==> src/rtl/rasterop_pkg.sv <==
`timescale 1ns/1ps
package rasterop_pkg;

  localparam int OPC_W = 8;

  typedef enum logic [1:0] {
    CL_ROP   = 2'b00,
    CL_SHIFT = 2'b01,
    CL_FIELD = 2'b10,
    CL_SETSH = 2'b11
  } op_class_e;

  typedef enum logic [1:0] {
    PR_S_FROM_T = 2'b00,
    PR_T_FROM_U = 2'b01,
    PR_S_FROM_D = 2'b10,
    PR_T_FROM_T = 2'b11
  } shift_pair_e;

  typedef enum logic [1:0] {
    AM_STORED_A = 2'b00,
    AM_STORED_B = 2'b01,
    AM_IMM      = 2'b10,
    AM_IMM_ALT  = 2'b11
  } amt_src_e;

  // Raster code occupies {amt, right, accum} = opcode[3:0].
  typedef struct packed {
    op_class_e   cls;
    shift_pair_e pair;
    amt_src_e    amt;
    logic        right;
    logic        accum;
  } opcode_t;

endpackage

==> src/rtl/rop_logic.sv <==
`timescale 1ns/1ps
module rop_logic #(
  parameter int DATA_W = 32
) (
  input  logic [3:0]        code,
  input  logic [DATA_W-1:0] src,
  input  logic [DATA_W-1:0] dst,
  output logic [DATA_W-1:0] result,
  output logic              uses_src,
  output logic              uses_dst
);

  // Each output bit selects one truth-table entry with index {S,D}.
  for (genvar i = 0; i < DATA_W; i++) begin : g_lane
    assign result[i] = code[{src[i], dst[i]}];
  end

  // S matters when the S=1 half differs from the S=0 half.
  assign uses_src = (code[3:2] != code[1:0]);
  // D matters when the D=1 entries differ from the D=0 entries.
  assign uses_dst = ({code[3], code[1]} != {code[2], code[0]});

endmodule

==> src/rtl/logical_shifter.sv <==
`timescale 1ns/1ps
module logical_shifter #(
  parameter int DATA_W = 32,
  parameter int AMT_W  = $clog2(DATA_W) + 1
) (
  input  logic [DATA_W-1:0] value,
  input  logic [AMT_W-1:0]  amount,
  input  logic              right,
  output logic [DATA_W-1:0] shifted
);

  logic [DATA_W-1:0] stage [0:AMT_W];

  assign stage[0] = value;

  for (genvar k = 0; k < AMT_W; k++) begin : g_stage
    localparam int STEP = 1 << k;
    if (STEP < DATA_W) begin : g_move
      assign stage[k+1] = amount[k]
                          ? (right ? (stage[k] >> STEP) : (stage[k] << STEP))
                          : stage[k];
    end else begin : g_clear
      assign stage[k+1] = amount[k] ? '0 : stage[k];
    end
  end

  assign shifted = stage[AMT_W];

endmodule

==> src/rtl/shift_amt_regs.sv <==
`timescale 1ns/1ps
module shift_amt_regs #(
  parameter int AMT_W = 6
) (
  input  logic             clk,
  input  logic             rst_n,
  input  logic             load,
  input  logic [AMT_W-1:0] amt_a_in,
  input  logic [AMT_W-1:0] amt_b_in,
  output logic [AMT_W-1:0] amt_a,
  output logic [AMT_W-1:0] amt_b
);

  logic [AMT_W-1:0] amt_a_d;
  logic [AMT_W-1:0] amt_b_d;

  always_comb begin
    amt_a_d = amt_a;
    amt_b_d = amt_b;
    if (load) begin
      amt_a_d = amt_a_in;
      amt_b_d = amt_b_in;
    end
  end

  always_ff @(posedge clk or negedge rst_n) begin
    if (!rst_n) begin
      amt_a <= '0;
      amt_b <= '0;
    end else begin
      amt_a <= amt_a_d;
      amt_b <= amt_b_d;
    end
  end

  AST_AMT_HELD: assert property (@(posedge clk) disable iff (!rst_n)
    !load |=> ($stable(amt_a) && $stable(amt_b))) else $error("amounts changed without load");

  AST_AMT_LOADED: assert property (@(posedge clk) disable iff (!rst_n)
    load |=> (amt_a == $past(amt_a_in) && amt_b == $past(amt_b_in))) else $error("amount load lost");

endmodule

==> src/rtl/rasterop_align_unit.sv <==
`timescale 1ns/1ps
module rasterop_align_unit
  import rasterop_pkg::*;
#(
  parameter int DATA_W      = 32,
  parameter int SYNC_STAGES = 2
) (
  input  logic              clk,
  input  logic              rst_n,
  input  logic              op_valid,
  input  logic [7:0]        opcode,
  input  logic [DATA_W-1:0] imm,
  input  logic [DATA_W-1:0] rs_in,
  input  logic [DATA_W-1:0] rd_in,
  input  logic [DATA_W-1:0] rt_in,
  input  logic [DATA_W-1:0] ru_in,
  output logic              need_src,
  output logic              need_dst,
  output logic              out_valid,
  output logic [DATA_W-1:0] rs_out,
  output logic [DATA_W-1:0] rt_out
);

  localparam int AMT_W = $clog2(DATA_W) + 1;

  // ---------------- reset release synchronizer ----------------
  logic [SYNC_STAGES-1:0] rst_pipe;
  logic                   rst_sync_n;

  always_ff @(posedge clk or negedge rst_n) begin
    if (!rst_n) rst_pipe <= '0;
    else        rst_pipe <= {rst_pipe[SYNC_STAGES-2:0], 1'b1};
  end
  assign rst_sync_n = rst_pipe[SYNC_STAGES-1];

  // ---------------- decode ----------------
  opcode_t op;
  assign op = opcode_t'(opcode);

  logic              is_rop;
  logic              target_is_s;
  assign is_rop      = (op.cls == CL_ROP);
  assign target_is_s = (op.pair == PR_S_FROM_T) || (op.pair == PR_S_FROM_D);

  // ---------------- raster function ----------------
  logic [DATA_W-1:0] rop_y;
  logic              rop_uses_s;
  logic              rop_uses_d;

  rop_logic #(.DATA_W(DATA_W)) u_rop (
    .code     (opcode[3:0]),
    .src      (rs_in),
    .dst      (rd_in),
    .result   (rop_y),
    .uses_src (rop_uses_s),
    .uses_dst (rop_uses_d)
  );

  assign need_src = is_rop && rop_uses_s;
  assign need_dst = is_rop && rop_uses_d;

  // ---------------- stored shift amounts ----------------
  logic             amt_load;
  logic [AMT_W-1:0] amt_a;
  logic [AMT_W-1:0] amt_b;

  assign amt_load = op_valid && (op.cls == CL_SETSH);

  shift_amt_regs #(.AMT_W(AMT_W)) u_amts (
    .clk      (clk),
    .rst_n    (rst_sync_n),
    .load     (amt_load),
    .amt_a_in (imm[AMT_W-1:0]),
    .amt_b_in (imm[2*AMT_W-1:AMT_W]),
    .amt_a    (amt_a),
    .amt_b    (amt_b)
  );

  // ---------------- shift operand select ----------------
  logic [AMT_W-1:0]  sh_amt;
  logic [DATA_W-1:0] sh_src;
  logic [DATA_W-1:0] sh_y;

  always_comb begin
    case (op.amt)
      AM_STORED_A: sh_amt = amt_a;
      AM_STORED_B: sh_amt = amt_b;
      default:     sh_amt = imm[AMT_W-1:0];
    endcase
    case (op.pair)
      PR_S_FROM_T: sh_src = rt_in;
      PR_T_FROM_U: sh_src = ru_in;
      PR_S_FROM_D: sh_src = rd_in;
      default:     sh_src = rt_in;
    endcase
  end

  logical_shifter #(.DATA_W(DATA_W), .AMT_W(AMT_W)) u_shift (
    .value   (sh_src),
    .amount  (sh_amt),
    .right   (op.right),
    .shifted (sh_y)
  );

  // ---------------- next-state ----------------
  logic [DATA_W-1:0] rs_nxt;
  logic [DATA_W-1:0] rt_nxt;

  always_comb begin
    rs_nxt = rs_in;
    rt_nxt = rt_in;
    case (op.cls)
      CL_ROP:   rs_nxt = rop_y;
      CL_SHIFT: begin
        if (target_is_s) rs_nxt = (op.accum ? rs_in : '0) | sh_y;
        else             rt_nxt = (op.accum ? rt_in : '0) | sh_y;
      end
      CL_FIELD: rs_nxt = ((rs_in ^ rd_in) & imm) ^ rd_in;
      default:  begin
        rs_nxt = rs_in;
        rt_nxt = rt_in;
      end
    endcase
  end

  logic [DATA_W-1:0] rs_d;
  logic [DATA_W-1:0] rt_d;
  assign rs_d = op_valid ? rs_nxt : rs_out;
  assign rt_d = op_valid ? rt_nxt : rt_out;

  always_ff @(posedge clk or negedge rst_sync_n) begin
    if (!rst_sync_n) begin
      out_valid <= 1'b0;
      rs_out    <= '0;
      rt_out    <= '0;
    end else begin
      out_valid <= op_valid;
      rs_out    <= rs_d;
      rt_out    <= rt_d;
    end
  end

  // ---------------- assertions ----------------
  AST_VALID_AFTER_OP: assert property (@(posedge clk) disable iff (!rst_sync_n)
    op_valid |=> out_valid) else $error("missing out_valid");

  AST_IDLE_HOLD: assert property (@(posedge clk) disable iff (!rst_sync_n)
    !op_valid |=> (!out_valid && $stable(rs_out) && $stable(rt_out))) else $error("output moved while idle");

  AST_COPY_S: assert property (@(posedge clk) disable iff (!rst_sync_n)
    (op_valid && is_rop && opcode[3:0] == 4'd12) |=> (rs_out == $past(rs_in))) else $error("copy-S altered Rs");

  AST_ROP_KEEPS_T: assert property (@(posedge clk) disable iff (!rst_sync_n)
    (op_valid && is_rop) |=> (rt_out == $past(rt_in))) else $error("raster op touched Rt");

  AST_NO_FETCH_CONST: assert property (@(posedge clk) disable iff (!rst_sync_n)
    (is_rop && (opcode[3:0] == 4'd0 || opcode[3:0] == 4'd15)) |-> (!need_src && !need_dst)) else $error("constant code requests a read");

  AST_FIELD_MASK0: assert property (@(posedge clk) disable iff (!rst_sync_n)
    (op_valid && op.cls == CL_FIELD) |=> ((rs_out & ~$past(imm)) == ($past(rd_in) & ~$past(imm)))) else $error("field merge lost Rd bits");

  AST_WIDE_SHIFT_ZERO: assert property (@(posedge clk) disable iff (!rst_sync_n)
    (op_valid && op.cls == CL_SHIFT && !op.accum && target_is_s && sh_amt >= AMT_W'(DATA_W)) |=> (rs_out == '0)) else $error("wide shift left residue");

  AST_SETSH_PASS: assert property (@(posedge clk) disable iff (!rst_sync_n)
    amt_load |=> (rs_out == $past(rs_in) && rt_out == $past(rt_in))) else $error("amount load altered data");

endmodule

==> config.mk <==
export PLATFORM = sky130hd
export DESIGN_NAME = rasterop_align_unit
export DESIGN_NICKNAME = d
export VERILOG_FILES = /design/src/rtl/rasterop_pkg.sv /design/src/rtl/rop_logic.sv /design/src/rtl/logical_shifter.sv /design/src/rtl/shift_amt_regs.sv /design/src/rtl/rasterop_align_unit.sv
export SDC_FILE = /design/constraint.sdc
export NUM_CORES = 1
export LEC_CHECK = 0
export ABC_CLOCK_PERIOD_IN_PS = 2800
export CAP_MARGIN = 20
export CORE_MARGIN = 10
export CORE_UTILIZATION = 53
export CTS_CLUSTER_SIZE = 25
export DETAILED_ROUTE_END_ITERATION = 6
export PLACE_DENSITY_LB_ADDON = 0.12
export SLEW_MARGIN = 20
export SYNTH_ARGS = -nofsm -noshare
export SYNTH_HDL_FRONTEND = slang
export SYNTH_SLANG_ARGS = --single-unit
==> constraint.sdc <==
create_clock -name clk -period 2.8 [get_ports clk]
set_clock_uncertainty 0.1 [all_clocks]
set_input_delay 0.42 -clock clk [delete_from_list [all_inputs] [get_ports clk]]
set_output_delay 0.42 -clock clk [all_outputs]
set_load 0.03 [all_outputs]
==> results.tsv, run 1 <==
metric	value	unit
toolErrorMsg	[ERROR GRT-0116] Global routing finished with congestion. Check the congestion regions in the DRC Viewer.	
max-clock-path-buffers	2	
num_rows	52	
grt_first_pass_wirelength	168200	um
clock_sinks	79	
yosysSeqAreaShare	0.1804	
ys_ff_latch	79	
globalRouteTotalUtil	0.8208	
syn_area	10960	um^2
die_x	163.8	um
synth-xor-area-share	0.002398	
numPortBuffers	237	
synth_top_area_share	0.1804	
syn_nets	1492	
die_y	163.8	um
synth-main-ff-cell	dfrtp_1	
syn-instance-count	1316	
synth.most_common_cell	nor2_1	
dpl_cell_area	16680	um^2
yosysTopAreaCell	dfrtp_1	
grt_pass1_vias	22641	
failing_step	global routing (5_1_grt)	
clock-root-buffer	clkbuf_16	
cts_htree_levels	3	
gp_congestion	1.269	
ys_warn_count	0	
synth_fa_ha_area_frac	0.005709	
syn_avg_cell_area	8.327	um^2
hold_buffers	0	
synth-edff-count	0	
overflow	340	
yosys-top-cells-count	nor2_1, nand2_1, a21oi_1	
synth_mux_area_frac	0.2724	
placedCellCount	2122	
synthSimpleGateAreaFrac	0.1372	
cts_buffers	9	
grt_max_degree	89	
yosys-top-cells-area	dfrtp_1, mux4_2, mux2i_1	
start_util	0.5398	
synth_compound_area_frac	0.3392	
synthArstFlopShare	1.000	
detailed_place_hpwl	51620	um
ys_types	80	
synth_top_family_by_area	compound AO/OA/AOI/OAI gates	
io_pins	238	
outcome	did not finish	
==> metal layers <==
metal  overflow  global-route usage
met4        134              0.8404
met2        183              0.9249
met1         11              0.7838
met5          1              0.5501
met3         11              0.7635
==> metrics by stage <==
step	utilization	worst slack [ps]
CTS	0.9619	-472.5
detailed placement	0.8215	-1608
floorplan	-	-606.0
global placement	0.8215	-1523
==> cell families after synthesis <==
group,count (synthesis)
AO/OA/AOI/OAI,522
AND/OR/NAND/NOR,349
multiplexers,202
buffers and inverters,155
flip-flops,79
adder cells (fa/ha/maj),5
XOR/XNOR,3
other,1
==> timing repair <==
item,in CTS
resized for setup,439
cloned,7
pin swaps,123
setup endpoints to repair,64
buffers inserted,63
==> inputs of run 2 (changes only) <==
CORE_UTILIZATION = 40   (was 53)
CTS_CLUSTER_SIZE = unset   (was 25)
PLACE_DENSITY_LB_ADDON = 0.15   (was 0.12)
==> results.tsv, run 2 <==
metric	value	unit	change
drv_slew	0		
fin_ws	-642.9	ps	
max-clock-path-buffers	2		unchanged
peakVddDrop	297.6	uV	
fmax	0.2905	GHz	
wl_per_cell	31.55	um	
cp_top_family	multiplexers		
overflow	0		
layout_commonest_cell	buf_4		
cts_tree	done		
antenna_found_initial	0		
worstSetupStartpointType	primary input		
die_x	185.5	um	was 163.8 um
cp_num_buf_inv	6		
fin_crit	3443	ps	
yosys-top-cells-area	dfrtp_1, mux4_2, mux2i_1		unchanged
synth.most_common_cell	nor2_1		unchanged
viasPerCell	6.988		
yosysSeqAreaShare	0.1804		unchanged
ys_ff_latch	79		unchanged
antenna_cells	0		
syn_area	10960	um^2	unchanged
finalSetupViolCount	64		
finalNetCount	2142		
r2r_setup_slack	-560	ps	
gp_congestion	1.041		was 1.269
syn_avg_cell_area	8.327	um^2	unchanged
powerDensity	471.1	nW/um^2	
drive_gt1_frac	0.4937		
routed_wl	72930	um	
clock_sinks	79		unchanged
cts_htree_levels	3		unchanged
area_delta_synth_final	87.18	%	
synth_top_area_share	0.1804		unchanged
die_y	185.5	um	was 163.8 um
start_util	0.4066		was 0.5398
yosys-top-cells-count	nor2_1, nand2_1, a21oi_1		unchanged
fp.coreArea	26950	um^2	
synth-edff-count	0		unchanged
violations	setup timing		
cap_violations	0		
relSlewSlack	0.4032		
grt_max_degree	89		
ys_warn_count	0		unchanged
die_area	34420	um^2	
clock-root-buffer	clkbuf_16		unchanged
critPathSlowestCell	mux4_2		
cts_buffers	9		unchanged
clk_pin_slew	60	ps	
finalInstanceArea	20510	um^2	
synth-main-ff-cell	dfrtp_1		unchanged
outcome	finished, violations left		was did not finish
dpl_cell_area	17010	um^2	was 16680 um^2
numPortBuffers	237		unchanged
num_rows	60		was 52
ys_types	80		unchanged
top_regs	rs_out: 32 flops, rt_out: 32 flops		
criticalPathCategory	primary input to register		
clk_latency	360	ps	
fin_cells	2312		
synthArstFlopShare	1.000		unchanged
globalRouteTotalUtil	0.4048		
syn_nets	1492		unchanged
final_cell_mix	buf_4, clkdlybuf4s50_1, nor2_1, nand2_1, dfrtp_1		
drcViolationCount	0		
rsz0062_at_grt	yes		
hp-class	primary input to async pin		
power_leakage	8.478	nW	
detailed_place_hpwl	55180	um	was 51620 um
io_pins	238		unchanged
syn-instance-count	1316		unchanged
crit_arrival	3590	ps	
grt_first_pass_wirelength	102700	um	
fin_crit_sh	1.230		
pre_cts_slack	-1609	ps	was -1608 ps
required	2940	ps	
dr.first_iter.drc_count	2729		
worstPathCellList	buf_8 -> inv_4 -> buf_6 -> ha_4 -> buf_8 -> buf_8 -> mux2_4 -> mux4_2 -> mux2_4 -> mux2i_2 -> a311oi_2 -> a32oi_1 -> buf_4 -> o22ai_2 -> mux2_4		
vias	16157		
max_stage_delay	470	ps	
drt_pass1_iterations	6		
tightest_slew	894.3	ps	
hold_violations	0		
fill_cells	1887		
critPathMaxFanout	6		
seq_area	1981	um^2	
ant_nets	0		
endpoint_kind	register		
placedCellCount	2202		was 2122
yosysTopAreaCell	dfrtp_1		unchanged
multi_input_comb_area	10400	um^2	
grt_pass1_vias	15585		
## run 2: cell counts after synthesis
Identical to the previous run, type by type.
## run 2: logic make-up (layout without fill, tap and decap cells)
group | after synthesis | count (layout) | share of synthesized area
mux | 202 | 202 | 0.2724
buf+inv | 155 | 809 | 0.06223
other cells | 1 | 1 | 0.0003422
flops | 79 | 79 | 0.1804
xor+xnor | 3 | 3 | 0.002398
compound gates | 522 | 522 | 0.3392
fa+ha+maj | 5 | 5 | 0.005709
simple gates | 349 | 350 | 0.1372
## run 2: metrics by stage
| step | setup TNS (ps) | hold slack [ps] | total power, W | util |
|---|---|---|---|---|
| after floorplan | -25110 | 24.41 | 0.003937 | - |
| after global placement | -85430 | 231.0 | 0.006668 | 0.6309 |
| after detailed placement | -86300 | 241.3 | 0.006694 | 0.6310 |
| after CTS | -23990 | 119.0 | 0.008842 | 0.7189 |
| after global routing | -31910 | 121.7 | 0.009889 | 0.7610 |
| final | -28700 | 117.2 | 0.009662 | 0.7610 |
## run 2: cell type report
type / instances / area share
Sequential cell: 79 / 0.09657
Clock inverter: 5 / 0.002867
Tap cell: 341 / 0.02080
Multi-Input combinational cell: 1083 / 0.5070
Inverter: 19 / 0.004087
Timing Repair Buffer: 774 / 0.3573
Clock buffer: 11 / 0.01135
## run 2: per-layer routing
layer	up-vias	track usage	part of all wire
met4	2	0.2715	0.085
li1	6525	-	-
met5	-	0	0.00043
met1	7789	0.4911	0.36
met3	378	0.1263	0.14
met2	1463	0.6047	0.42
## run 2: final timing paths
kind,to,cells past startpoint,from
max reg2reg,rs_out[31],13,u_amts.amt_a[0]
min reg2reg,rs_out[7],0,rst_pipe[1]
max in group asynchronous,rs_out[4],1,rst_pipe[1]
min,rst_pipe[1],1,rst_n
min in group clk,rst_pipe[1],0,rst_pipe[0]
max,rs_out[16],15,opcode[4]
## run 2: what timing repair did
action	4_1_cts	5_1_grt
endpoints found under the setup margin	64	64
gates cloned	12	3
resized for setup	324	176
buffers inserted	55	40
endpoints found under the hold margin	0	0
pin swaps	104	122
hold buffers	0	0
## run 2: power by group
part           internal, W  switching, W
Clock             0.000694      0.000542
Sequential         0.00130      0.000126
Combinational      0.00335       0.00365
Total              0.00534       0.00432
Note: power is estimated with default switching activity, not from simulation.
==> inputs of run 3 (changes only) <==
CTS_BUF_LIST = sky130_fd_sc_hd__clkbuf_16   (was unset)
==> results.tsv, run 3 (synthesis gave the netlist of run 2 again) <==
metric	value	unit	change
outcome	finished, violations left		unchanged
violations	setup timing		unchanged
p_clk_frac	0.127		was 0.128
tightest_slew	872.9	ps	was 894.3 ps
whs	118.2	ps	was 117.2 ps
fin_crit_sh	1.234		was 1.230
clock_sinks	79		unchanged
area_delta_synth_final	87.14	%	was 87.18%
relSlewSlack	0.4174		was 0.4032
hold_violations	0		unchanged
finalNetCount	2141		was 2142
fp.coreArea	26950	um^2	unchanged
numPortBuffers	237		unchanged
required	2940	ps	about the same
vias	16098		was 16157
globalRouteTotalUtil	0.4049		was 0.4048
critPathMaxFanout	6		unchanged
fin_crit	3456	ps	was 3443 ps
drv_slew	0		unchanged
switching_share	0.4469		about the same
num_rows	60		unchanged
gp_congestion	1.041		unchanged
routed_wl	72650	um	was 72930 um
antenna_cells	0		unchanged
hold_buffers	0		unchanged
fill_cells	1891		was 1887
peakVddDrop	294.4	uV	was 297.6 uV
cts_tree	done		unchanged
internal_power	0.005338	W	was 0.005344 W
dpl_cell_area	17010	um^2	unchanged
die_x	185.5	um	unchanged
cts_htree_levels	3		unchanged
worstSetupStartpointType	primary input		unchanged
placedCellCount	2202		unchanged
endpoint_kind	register		unchanged
drt_pass1_iterations	7		was 6
hp-class	primary input to async pin		unchanged
final_cell_mix	buf_4, clkdlybuf4s50_1, nor2_1, nand2_1, dfrtp_1		unchanged
die_area	34420	um^2	unchanged
detailed_place_hpwl	55180	um	unchanged
overflow	0		unchanged
top_regs	rs_out: 32 flops, rt_out: 32 flops		unchanged
final_util	0.7609		was 0.7610
power.switching	0.004314	W	was 0.004318 W
fin_cells	2311		was 2312
power_frac_comb	0.725		about the same
antenna_found_initial	0		unchanged
fin_ws	-656.0	ps	was -642.9 ps
drive_gt1_frac	0.4934		was 0.4937
finalSetupViolCount	64		unchanged
max-clock-path-buffers	2		unchanged
powerDensity	470.7	nW/um^2	was 471.1 nW/um^2
p_seq_frac	0.147		about the same
wl_per_cell	31.44	um	was 31.55 um
fmax	0.2894	GHz	was 0.2905 GHz
cts_buffers	9		unchanged
viasPerCell	6.966		was 6.988
ant_nets	0		unchanged
die_y	185.5	um	unchanged
clock-root-buffer	clkbuf_16		unchanged
dr.first_iter.drc_count	2748		was 2729
clk_latency	360	ps	about the same
criticalPathCategory	primary input to register		unchanged
clk_pin_slew	60	ps	about the same
grt_pass1_vias	15586		was 15585
rsz0062_at_grt	yes		unchanged
grt_first_pass_wirelength	102700	um	about the same
power_leakage	8.483	nW	was 8.478 nW
start_util	0.4066		unchanged
cap_violations	0		unchanged
drcViolationCount	0		unchanged
seq_area	1981	um^2	unchanged
multi_input_comb_area	10400	um^2	unchanged
finalInstanceArea	20510	um^2	about the same
grt_max_degree	89		unchanged
io_pins	238		unchanged
crit_arrival	3600	ps	was 3590 ps
layout_commonest_cell	buf_4		unchanged
total_power	0.009652	W	was 0.009662 W
==> run 3: cell types whose count changed in the layout (fill, tap and decap cells not counted), sizes merged <==
cell,delta
inv,+2
clkbuf,-2
buf,-1
==> run 3: area by class of cell <==
cell class | count | area share
Clock buffer | 9 | 0.01098
Clock inverter | 7 | 0.003234
Inverter | 19 | 0.004088
Multi-Input combinational cell | 1083 | 0.5071
Sequential cell | 79 | 0.09658
Tap cell | 341 | 0.02081
Timing Repair Buffer | 773 | 0.3572
==> run 3: worst paths after layout <==
path	endpoint	slack, ps	cells past startpoint	start
setup / recovery	rs_out[16]	-660	15	opcode[4]
hold / removal	rst_pipe[1]	120	1	rst_n
setup reg to reg	rs_out[31]	-570	13	u_amts.amt_a[0]
hold reg to reg	rs_out[15]	220	0	rst_pipe[1]
max in group asynchronous	u_amts.amt_a[0]	1710	1	rst_pipe[1]
min in group clk	rst_pipe[1]	270	0	rst_pipe[0]
==> run 3: stage by stage <==
step / setup slack, ps / TNS (ps)
2_1_floorplan: -606.0 / -25110
3_3_place_gp: -1657 / -85430
3_5_place_dp: -1609 / -86300
5_1_grt: -697.7 / -31960
4_1_cts: -536.3 / -23980
6_report: -656.0 / -29040
==> run 3: layer usage <==
layer	routed length (um)	GRT usage
met1	26010	0.4912
met2	30810	0.6047
met3	9886	0.1263
met4	5948	0.2715
met5	0	0
==> run 3: repair_timing <==
item / CTS / global route
pin swaps: 104 / 121
resized for setup: 324 / 177
gates cloned: 12 / 3
buffers inserted: 55 / 39
setup endpoints to repair: 64 / 64
hold endpoints to repair: 0 / 0
==> run 3: worst max-delay path, cell delays in order <==
cell      delay (ps)
buf_8             90
inv_4             40
buf_6            110
ha_4             310
buf_8            150
buf_8            140
mux2_4           320
mux4_2           460
mux2_4           310
mux2i_2          190
a311oi_2         130
a32oi_1          350
buf_4            230
o22ai_2           80
mux2_4           270
==> run 3: power by group through the flow <==
stage | registers [W] | clock network, W | logic (W)
after floorplan | 0.00165 | 0 | 0.00229
after global placement | 0.00143 | 0 | 0.00524
after detailed placement | 0.00143 | 0 | 0.00526
after CTS | 0.00142 | 0.00122 | 0.00620
after global routing | 0.00144 | 0.00127 | 0.00718
final | 0.00142 | 0.00123 | 0.00700
